[src/rtl/spush_pkg.sv]
`timescale 1ns/1ps
package spush_pkg;

    localparam int XLEN   = 64;
    localparam int NBYTE  = XLEN / 8;
    localparam int CNT_W  = $clog2(NBYTE) + 1;

    typedef enum logic [1:0] {
        SRC_REG = 2'd0,
        SRC_IMM = 2'd1,
        SRC_SEG = 2'd2,
        SRC_SP  = 2'd3
    } src_kind_e;

    typedef enum logic [1:0] {
        ESC_IDLE = 2'd0,
        ESC_SS   = 2'd1,
        ESC_DF   = 2'd2,
        ESC_SHUT = 2'd3
    } esc_e;

    typedef struct packed {
        logic [XLEN-1:0] addr;
        logic [XLEN-1:0] sp_next;
        logic            fault;
    } ptr_res_t;

    typedef struct packed {
        logic [XLEN-1:0]  data;
        logic [NBYTE-1:0] strb;
    } wr_fmt_t;

    // Mask of pointer or data bits covered by a width code.
    function automatic logic [XLEN-1:0] span_mask(input logic [1:0] code);
        logic [XLEN-1:0] m;
        case (code)
            2'd0:    m = {{(XLEN-16){1'b0}}, 16'hFFFF};
            2'd1:    m = {{(XLEN-32){1'b0}}, 32'hFFFF_FFFF};
            default: m = '1;
        endcase
        return m;
    endfunction

    // Byte count of a width code.
    function automatic logic [CNT_W-1:0] span_bytes(input logic [1:0] code);
        logic [CNT_W-1:0] n;
        case (code)
            2'd0:    n = CNT_W'(2);
            2'd1:    n = CNT_W'(4);
            default: n = CNT_W'(8);
        endcase
        return n;
    endfunction

endpackage

[src/rtl/spush_ptr.sv]
`timescale 1ns/1ps
module spush_ptr
    import spush_pkg::*;
(
    input  logic [XLEN-1:0] sp_cur,
    input  logic [1:0]      op_sz,
    input  logic [1:0]      stk_eff,
    input  logic [XLEN-1:0] limit,
    input  logic            chk_en,
    output ptr_res_t        res
);
    logic [XLEN-1:0] mask;
    logic [XLEN-1:0] step;
    logic [XLEN-1:0] dec;
    logic [XLEN:0]   last_byte;

    always_comb begin
        mask      = span_mask(stk_eff);
        step      = XLEN'(span_bytes(op_sz));
        dec       = sp_cur - step;
        res.addr    = dec & mask;
        res.sp_next = (sp_cur & ~mask) | (dec & mask);
        last_byte = {1'b0, res.addr} + {1'b0, step} - (XLEN+1)'(1);
        res.fault = chk_en && (last_byte > {1'b0, limit});
    end
endmodule

[src/rtl/spush_fmt.sv]
`timescale 1ns/1ps
module spush_fmt
    import spush_pkg::*;
(
    input  src_kind_e       kind,
    input  logic [1:0]      imm_sz,
    input  logic [1:0]      op_sz,
    input  logic [1:0]      stk_eff,
    input  logic [XLEN-1:0] value,
    input  logic [XLEN-1:0] sp_cur,
    output wr_fmt_t         fmt
);
    logic [XLEN-1:0]  imm_ext;
    logic [XLEN-1:0]  raw;
    logic [CNT_W-1:0] nb;

    always_comb begin
        case (imm_sz)
            2'd0:    imm_ext = {{(XLEN-8){value[7]}},   value[7:0]};
            2'd1:    imm_ext = {{(XLEN-16){value[15]}}, value[15:0]};
            default: imm_ext = {{(XLEN-32){value[31]}}, value[31:0]};
        endcase

        case (kind)
            SRC_IMM: raw = imm_ext;
            SRC_SEG: raw = {{(XLEN-16){1'b0}}, value[15:0]};
            SRC_SP:  raw = sp_cur & span_mask(stk_eff);
            default: raw = value;
        endcase

        fmt.data = raw & span_mask(op_sz);

        nb = span_bytes(op_sz);
        if (kind == SRC_SEG && op_sz == 2'd1)
            nb = CNT_W'(2);
        for (int i = 0; i < NBYTE; i++)
            fmt.strb[i] = (i < int'(nb));
    end
endmodule

[src/rtl/spush_esc.sv]
`timescale 1ns/1ps
module spush_esc
    import spush_pkg::*;
(
    input  logic clk,
    input  logic rst,
    input  logic take,
    input  logic fault,
    input  logic real_md,
    output esc_e state
);
    esc_e nxt;

    always_comb begin
        nxt = state;
        if (take) begin
            if (!fault) begin
                nxt = ESC_IDLE;
            end else if (real_md) begin
                case (state)
                    ESC_IDLE: nxt = ESC_SS;
                    ESC_SS:   nxt = ESC_DF;
                    default:  nxt = ESC_SHUT;
                endcase
            end
        end
    end

    always_ff @(posedge clk) begin
        if (rst)
            state <= ESC_IDLE;
        else
            state <= nxt;
    end
endmodule

[src/rtl/spush_srcaddr.sv]
`timescale 1ns/1ps
module spush_srcaddr
    import spush_pkg::*;
(
    input  logic [XLEN-1:0] sp_pre,
    input  logic [XLEN-1:0] base,
    input  logic [XLEN-1:0] disp,
    input  logic            use_sp,
    output logic [XLEN-1:0] addr
);
    always_comb addr = (use_sp ? sp_pre : base) + disp;
endmodule

[src/rtl/spush_unit.sv]
`timescale 1ns/1ps
module spush_unit
    import spush_pkg::*;
(
    input  logic                 clk,
    input  logic                 rst,
    input  logic                 push_vld,
    input  logic [1:0]           src_kind,
    input  logic [1:0]           imm_sz,
    input  logic [1:0]           op_sz,
    input  logic [1:0]           stk_sz,
    input  logic                 long_mode,
    input  logic                 real_mode,
    input  logic [XLEN-1:0]      sp_cur,
    input  logic [XLEN-1:0]      ss_limit,
    input  logic [XLEN-1:0]      src_value,
    input  logic [XLEN-1:0]      src_base,
    input  logic [XLEN-1:0]      src_disp,
    input  logic                 src_base_sp,
    output logic [XLEN-1:0]      src_addr,
    output logic                 wr_en,
    output logic [XLEN-1:0]      wr_addr,
    output logic [XLEN-1:0]      wr_data,
    output logic [NBYTE-1:0]     wr_strb,
    output logic                 sp_wr,
    output logic [XLEN-1:0]      sp_out,
    output logic                 ss_fault,
    output logic                 df_fault,
    output logic                 shutdown
);
    logic [1:0] stk_eff;
    logic       take;
    ptr_res_t   pres;
    wr_fmt_t    wfmt;
    esc_e       esc_q;

    assign stk_eff  = long_mode ? 2'd2 : stk_sz;
    assign shutdown = (esc_q == ESC_SHUT);
    assign take     = push_vld && !shutdown;

    spush_ptr u_ptr (
        .sp_cur  (sp_cur),
        .op_sz   (op_sz),
        .stk_eff (stk_eff),
        .limit   (ss_limit),
        .chk_en  (!long_mode),
        .res     (pres)
    );

    spush_fmt u_fmt (
        .kind    (src_kind_e'(src_kind)),
        .imm_sz  (imm_sz),
        .op_sz   (op_sz),
        .stk_eff (stk_eff),
        .value   (src_value),
        .sp_cur  (sp_cur),
        .fmt     (wfmt)
    );

    spush_esc u_esc (
        .clk     (clk),
        .rst     (rst),
        .take    (take),
        .fault   (pres.fault),
        .real_md (real_mode),
        .state   (esc_q)
    );

    spush_srcaddr u_sa (
        .sp_pre  (sp_cur),
        .base    (src_base),
        .disp    (src_disp),
        .use_sp  (src_base_sp),
        .addr    (src_addr)
    );

    always_ff @(posedge clk) begin
        if (rst) begin
            wr_en    <= 1'b0;
            wr_addr  <= '0;
            wr_data  <= '0;
            wr_strb  <= '0;
            sp_wr    <= 1'b0;
            sp_out   <= '0;
            ss_fault <= 1'b0;
            df_fault <= 1'b0;
        end else begin
            wr_en    <= take && !pres.fault;
            sp_wr    <= take && !pres.fault;
            ss_fault <= take && pres.fault && (!real_mode || esc_q == ESC_IDLE);
            df_fault <= take && pres.fault && real_mode && esc_q == ESC_SS;
            if (take) begin
                if (pres.fault) begin
                    sp_out <= sp_cur;
                end else begin
                    sp_out  <= pres.sp_next;
                    wr_addr <= pres.addr;
                    wr_data <= wfmt.data;
                    wr_strb <= wfmt.strb;
                end
            end
        end
    end
endmodule

[config.mk]
export PLATFORM = sky130hd
export DESIGN_NAME = spush_unit
export DESIGN_NICKNAME = d
export VERILOG_FILES = /design/src/rtl/spush_pkg.sv /design/src/rtl/spush_ptr.sv /design/src/rtl/spush_fmt.sv /design/src/rtl/spush_esc.sv /design/src/rtl/spush_srcaddr.sv /design/src/rtl/spush_unit.sv
export SDC_FILE = /design/constraint.sdc
export NUM_CORES = 1
export LEC_CHECK = 0
export BUFFER_PORTS_ARGS = -buffer_cell sky130_fd_sc_hd__buf_2
export CORE_AREA = 2 2 233 235
export CTS_BUF_LIST = sky130_fd_sc_hd__clkbuf_8 sky130_fd_sc_hd__clkbuf_16
export DETAILED_ROUTE_END_ITERATION = 8
export DIE_AREA = 0 0 235 237
export HOLD_SLACK_MARGIN = 0.12
export PLACE_DENSITY = 0.7
export REMOVE_ABC_BUFFERS = 1
export SYNTH_ARGS = -nofsm -noshare
export SYNTH_HDL_FRONTEND = slang
export SYNTH_SLANG_ARGS = --single-unit
[constraint.sdc]
create_clock -name clk -period 9.4 [get_ports clk]
set_input_delay 0 -clock clk [delete_from_list [all_inputs] [get_ports clk]]
set_output_delay 0 -clock clk [all_outputs]
set_load 0.01 [all_outputs]
; After elaboration in Yosys (flattened, before gate mapping)
; Index checks and enable logic that the tools add are counted.
[classes]
muxes = 13
bitwise = 7
reduce_logical = 19
addsub = 4
order_cmp = 9
n_eq_ne = 9
[op_table]
columns = op, n
row1 = $pmux W64 S2, 3
row2 = $and A64 B64 Y64, 4
row3 = $mux W64, 3
row4 = $pmux W64 S3, 1
row5 = $add A64 B4 Y65, 1
row6 = $gt A65 B64 Y1, 1
row7 = $sub A65 B1 Y65 const B, 1
row8 = $add A64 B64 Y64, 1
row9 = $not A64 Y64, 1
row10 = $or A64 B64 Y64, 1
row11 = $sub A64 B4 Y64, 1
row12 = $lt A3 B4 Y1 const A, 4
row13 = $eq A2 B1 Y1 const B, 5
row14 = $logic_and A1 B1 Y1, 8
row15 = $logic_not A2 Y1, 4
row16 = $lt A1 B4 Y1 const A, 2
row17 = $lt A2 B4 Y1 const A, 2
row18 = $pmux W4 S2, 1
row19 = $eq A2 B2 Y1 const B, 3
row20 = $mux W2, 3
row21 = $logic_not A1 Y1, 4
row22 = $mux W4, 1
row23 = $pmux W2 S2, 1
row24 = $reduce_and A2 Y1, 2
row25 = other kinds (3), 3
[totals]
word_cells = 69
inputBits = 334
out_inout_bits = 269
reg_bits = 205

; Logic depth before layout (Yosys ltp)
[logic_depth]
ltp_word = 11
depth_mapped = 42
mapped_depth_nobuf = 38

; Hierarchy
; Synthesis repeated with hierarchy kept, for this count alone.
[hier_totals]
hier_cells = 2862
hier_area_um2 = 22803.1
[by_module_without_submodules]
columns = mod, instances, area_each_um2, seq_area_each_um2, cells_per_inst
row1 = spush_unit, 1, 8854.7, 4063.9, 820
row2 = spush_ptr, 1, 7861.3, 0.0, 1192
row3 = spush_srcaddr, 1, 4630.7, 0.0, 639
row4 = spush_fmt, 1, 1363.8, 0.0, 203
row5 = spush_esc, 1, 92.6, 40.0, 8

; Worst setup path after synthesis
; No wires, ideal clock.
[synth_path]
kind = input-to-reg
startpoint = input port op_sz[1]
endpoint = register sp_out[53]
required_time_ps = 9278
path_buffers = 3
cell_stages = 38
path_slack_ps = 1017
setup_time_ps = 122
arrival_ps = 8261
cell_sequence = inv_1 > nand2_1 > ha_1 > nor2b_1 > o21ai_0 > or4b_1 > nor3_1 > nand2_1 > or3_1 > nor3_1 > xnor2_1 > nor2_1 > inv_1 > ha_1 > clkbuf_1 > a21oi_1 > o21bai_1 > a21oi_1 > (+2 left out) > o311ai_0 > a21oi_1 > o311ai_0 > a221oi_1 > xnor2_1 > ha_1 > nand4_1 > nor4_1 > nand3_1 > nand3b_1 > or4_1 > o221ai_1 > nand3_1 > a22oi_2 > buf_2 > clkbuf_1 > nor3_1 > a221o_1
[synth_lines]
columns = element, line
row1 = "start, declared", spush_unit.sv:10  ; input logic [1:0] op_sz,
row2 = "end signal, assigned", spush_unit.sv:94  ; sp_out <= sp_cur;
row3 = "end signal, assigned", spush_unit.sv:96  ; sp_out <= pres.sp_next;
row4 = "end, declared", spush_unit.sv:26  ; output logic [XLEN-1:0] sp_out,

==> impl_metrics.py <==
metrics = {
    "power": {
        "power_density_nw_per_um2": 148.6,
        "vdd_ir_drop_max_uv": 115.8,
        "p_leak_nw": 12.29,
        "intPower_mw": 2.328,
        "p_sw_mw": 1.537,
        "p_comb_frac": 0.465,
        "p_clk_frac": 0.280,
        "p_seq_frac": 0.255,
        "p_sw_frac": 0.3977,
    },
    "floorplan": {
        "fp.dieH_um": 237,
        "initial_core_util": 0.3721,
        "die_w_um": 235,
        "num_rows": 85,
        "num_io_pins": 603,
        "core_region_area_um2": 53280,
        "die-area_um2": 55700,
    },
    "min_path": {
        "hp-class": "input pin to register",
    },
    "logic_synthesis": {
        "ys_types": 81,
        "synth_flop_cell": "dfxtp_1",
        "synth-seq-cells": 201,
        "synth_top_area_share": 0.2030,
        "syn_area_um2": 19830,
        "netlist_instances": 2635,
        "yosysWarningCount": 0,
        "synthTopCellsByArea": "dfxtp_1, ha_1, a21oi_1",
        "async_flop_share": 0,
        "syn_area_per_cell_um2": 7.524,
        "synth-seq-area-share": 0.2030,
        "yosys.area.top_type": "dfxtp_1",
        "synth_edf_count": 0,
    },
    "global_routing": {
        "top_usage_layer": "met2",
        "grt_max_degree": 80,
        "grtUsageTotal": 0.2871,
        "grt_overflow_total": 0,
        "grt_pass1_vias": 21537,
        "grt_pass1_wl_um": 126300,
        "antenna_found_initial": 8,
        "met2_usage": 0.4411,
        "grt_use_met1": 0.3786,
        "met3_usage": 0.05817,
    },
    "cts": {
        "cts_htree_levels": 1,
        "cts_sinks": 201,
        "cts_tree": "yes",
        "clk_latency_ns": 0.56,
        "numCtsBuffers": 25,
        "cts_root_buffer": "clkbuf_16",
        "cts_buffer_depth": 3,
        "clk_pin_slew_ns": 0.06,
    },
    "routing": {
        "drtPass1Iterations": 7,
        "drcViolationCount": 0,
        "ant_nets": 0,
        "drt_wl_total_um": 84760,
        "avgViaCountPerCell": 5.619,
        "wl_per_cell_um": 21.11,
        "first_iter_violations": 1949,
        "vias": 22566,
    },
    "sta": {
        "fin_crit_sh": 0.9400,
        "timing.final.crit_period_ns": 8.836,
        "holdWs_ns": 0.1212,
        "report.final.slew_viol_count": 0,
        "rsz0062_at_grt": "false",
        "timing.fmax_mhz": 113.2,
        "slew_headroom": 0.2272,
        "tns_ns": 0,
        "setup_viol": 0,
        "finClkSkew_ns": 0.02511,
        "hold_viol": 0,
        "worst_pin_slew_ns": 1.155,
    },
    "placement": {
        "gp_congestion": 0.9527,
        "portBuffers": 602,
        "detailed_place_hpwl_um": 65780,
    },
    "finish": {
        "seq_area_um2": 4024,
        "multi_input_area_um2": 14570,
        "final_nets": 3830,
        "num-fill-cells": 5297,
        "layout-drive-gt1-share": 0.2495,
        "syn_to_final_growth_pct": 31.20,
    },
    "worst_setup_path": {
        "path_buf_inv": 4,
        "cpLargestDelayFamily": "simple AND/OR/NAND/NOR gates",
        "required_ns": 9.78,
        "start_kind": "input pin",
        "slowest_stage": "dlygate4sd3_1",
        "critPathMaxFanout": 71,
        "critPathKind": "input pin to register",
        "slowest_delay_ns": 0.56,
        "cp.arrival_ns": 9.22,
        "setup.worst_path.end_class": "register",
    },
    "job": {
        "drv_cap": 0,
    },
    "status": {
        "outcome": "complete, no violations",
    },
}
-- metrics by stage --
stage / cell area [um2] / util / total power, mW / setup slack (ns) / cells
final: 26010 / 0.4882 / 3.865 / 0.5638 / 4016
after floorplan: 19130 / - / 2.062 / -3.055 / 2472
after detailed placement: 23400 / 0.4391 / 2.699 / -0.4214 / 3803
after global placement: 23400 / 0.4391 / 2.690 / -0.3748 / 3803
after global routing: 26010 / 0.4881 / 4.084 / 0.03359 / 4015
after CTS: 25900 / 0.4860 / 3.846 / 0.01250 / 4007
-- cell type report --
type	count	share of cell area
Multi-Input combinational cell	2095	0.5603
Timing Repair Buffer	799	0.1914
Sequential cell	201	0.1547
Tap cell	696	0.03348
Inverter	176	0.02540
Clock buffer	27	0.02511
Clock inverter	16	0.008995
Antenna cell	6	0.0005772
-- worst min-delay path, cell delays in order --
cell and delay (ns):
buf_2 0.16, nor4_2 0.08, nand4_1 0.07, buf_4 0.14
or3_1 0.10, a311oi_1 0.07
-- synthesized netlist by cell type, drive strengths merged (55+ instances only) --
library cell / number
a211oi: 55
inv: 176
mux2: 64
o21ai: 127
xnor2: 130
nand2: 251
xor2: 75
ha: 196
nor3: 69
a21oi: 282
dfxtp: 201
nor2: 250
a21o: 107
clkbuf: 123
-- power groups by stage --
| stage | logic [mW] | registers (mW) | clock network, mW |
|---|---|---|---|
| after floorplan | 1.03 | 1.03 | 0 |
| after global placement | 1.69 | 1.00 | 0 |
| after detailed placement | 1.70 | 1.00 | 0 |
| after CTS | 1.77 | 0.983 | 1.10 |
| after global routing | 1.96 | 0.991 | 1.13 |
| final | 1.80 | 0.984 | 1.08 |
-- cell usage in the layout (no fill, tap or decap), types with 28 or more instances in the layout --
master / netlist / final
buf_2: 29 / 601
a21oi_1: 282 / 281
nand2_1: 251 / 251
nor2_1: 249 / 243
dfxtp_1: 201 / 201
ha_1: 196 / 196
inv_1: 175 / 181
dlygate4sd3_1: 0 / 161
xnor2_1: 130 / 130
o21ai_0: 125 / 123
a21o_1: 107 / 107
xor2_1: 75 / 74
nor3_1: 68 / 65
mux2_2: 63 / 63
a211oi_1: 55 / 55
nand3b_1: 50 / 50
nand4_1: 43 / 43
nand3_1: 38 / 38
o41ai_2: 33 / 33
buf_4: 6 / 29
o21bai_1: 28 / 28
-- logic make-up (layout without fill, tap and decap cells) --
kind of cell / Yosys count / in the layout / share of synthesized area
adder cells (fa/ha/maj): 198 / 198 / 0.1257
multiplexers: 69 / 69 / 0.03907
XOR/XNOR: 205 / 205 / 0.09056
flip-flops: 201 / 201 / 0.2030
buffers and inverters: 339 / 1018 / 0.06835
other: 0 / 6 / 0
AO/OA/AOI/OAI: 774 / 774 / 0.2642
AND/OR/NAND/NOR: 849 / 849 / 0.2091
-- final timing paths --
check	start	to	slack (ns)	cells past startpoint
worst min-delay path	sp_cur[8]	sp_out[15]$_SDFFE_PP0P_	0.12	6
worst max register to register	u_esc.state[1]$_SDFFE_PP0P_	wr_data[15]$_SDFFE_PP0P_	7.01	7
worst min register to register	wr_addr[61]$_SDFFE_PP0P_	wr_addr[61]$_SDFFE_PP0P_	0.45	2
worst max-delay path	sp_cur[16]	wr_addr[53]$_SDFFE_PP0P_	0.56	35
-- state kept, by name, summed over array words and instances (netlist names) --
register	count
wr_strb	4
wr_addr	64
df_fault	1
sp_wr	1
sp_out	64
ss_fault	1
wr_data	64
u_esc.state	2
-- timing repair --
item,in CTS,in global routing
hold buffers,161,0
resized for setup,0,17
setup buffers,0,3
endpoints found under the setup margin,0,200
endpoints found under the hold margin,195,0
-- metal layers --
metal,wire [um],vias to the layer above
met5,24,-
met4,5168,4
met3,6403,290
met2,36720,1057
met1,36440,10437
li1,-,10778
Note: power is estimated with default switching activity, not from simulation.
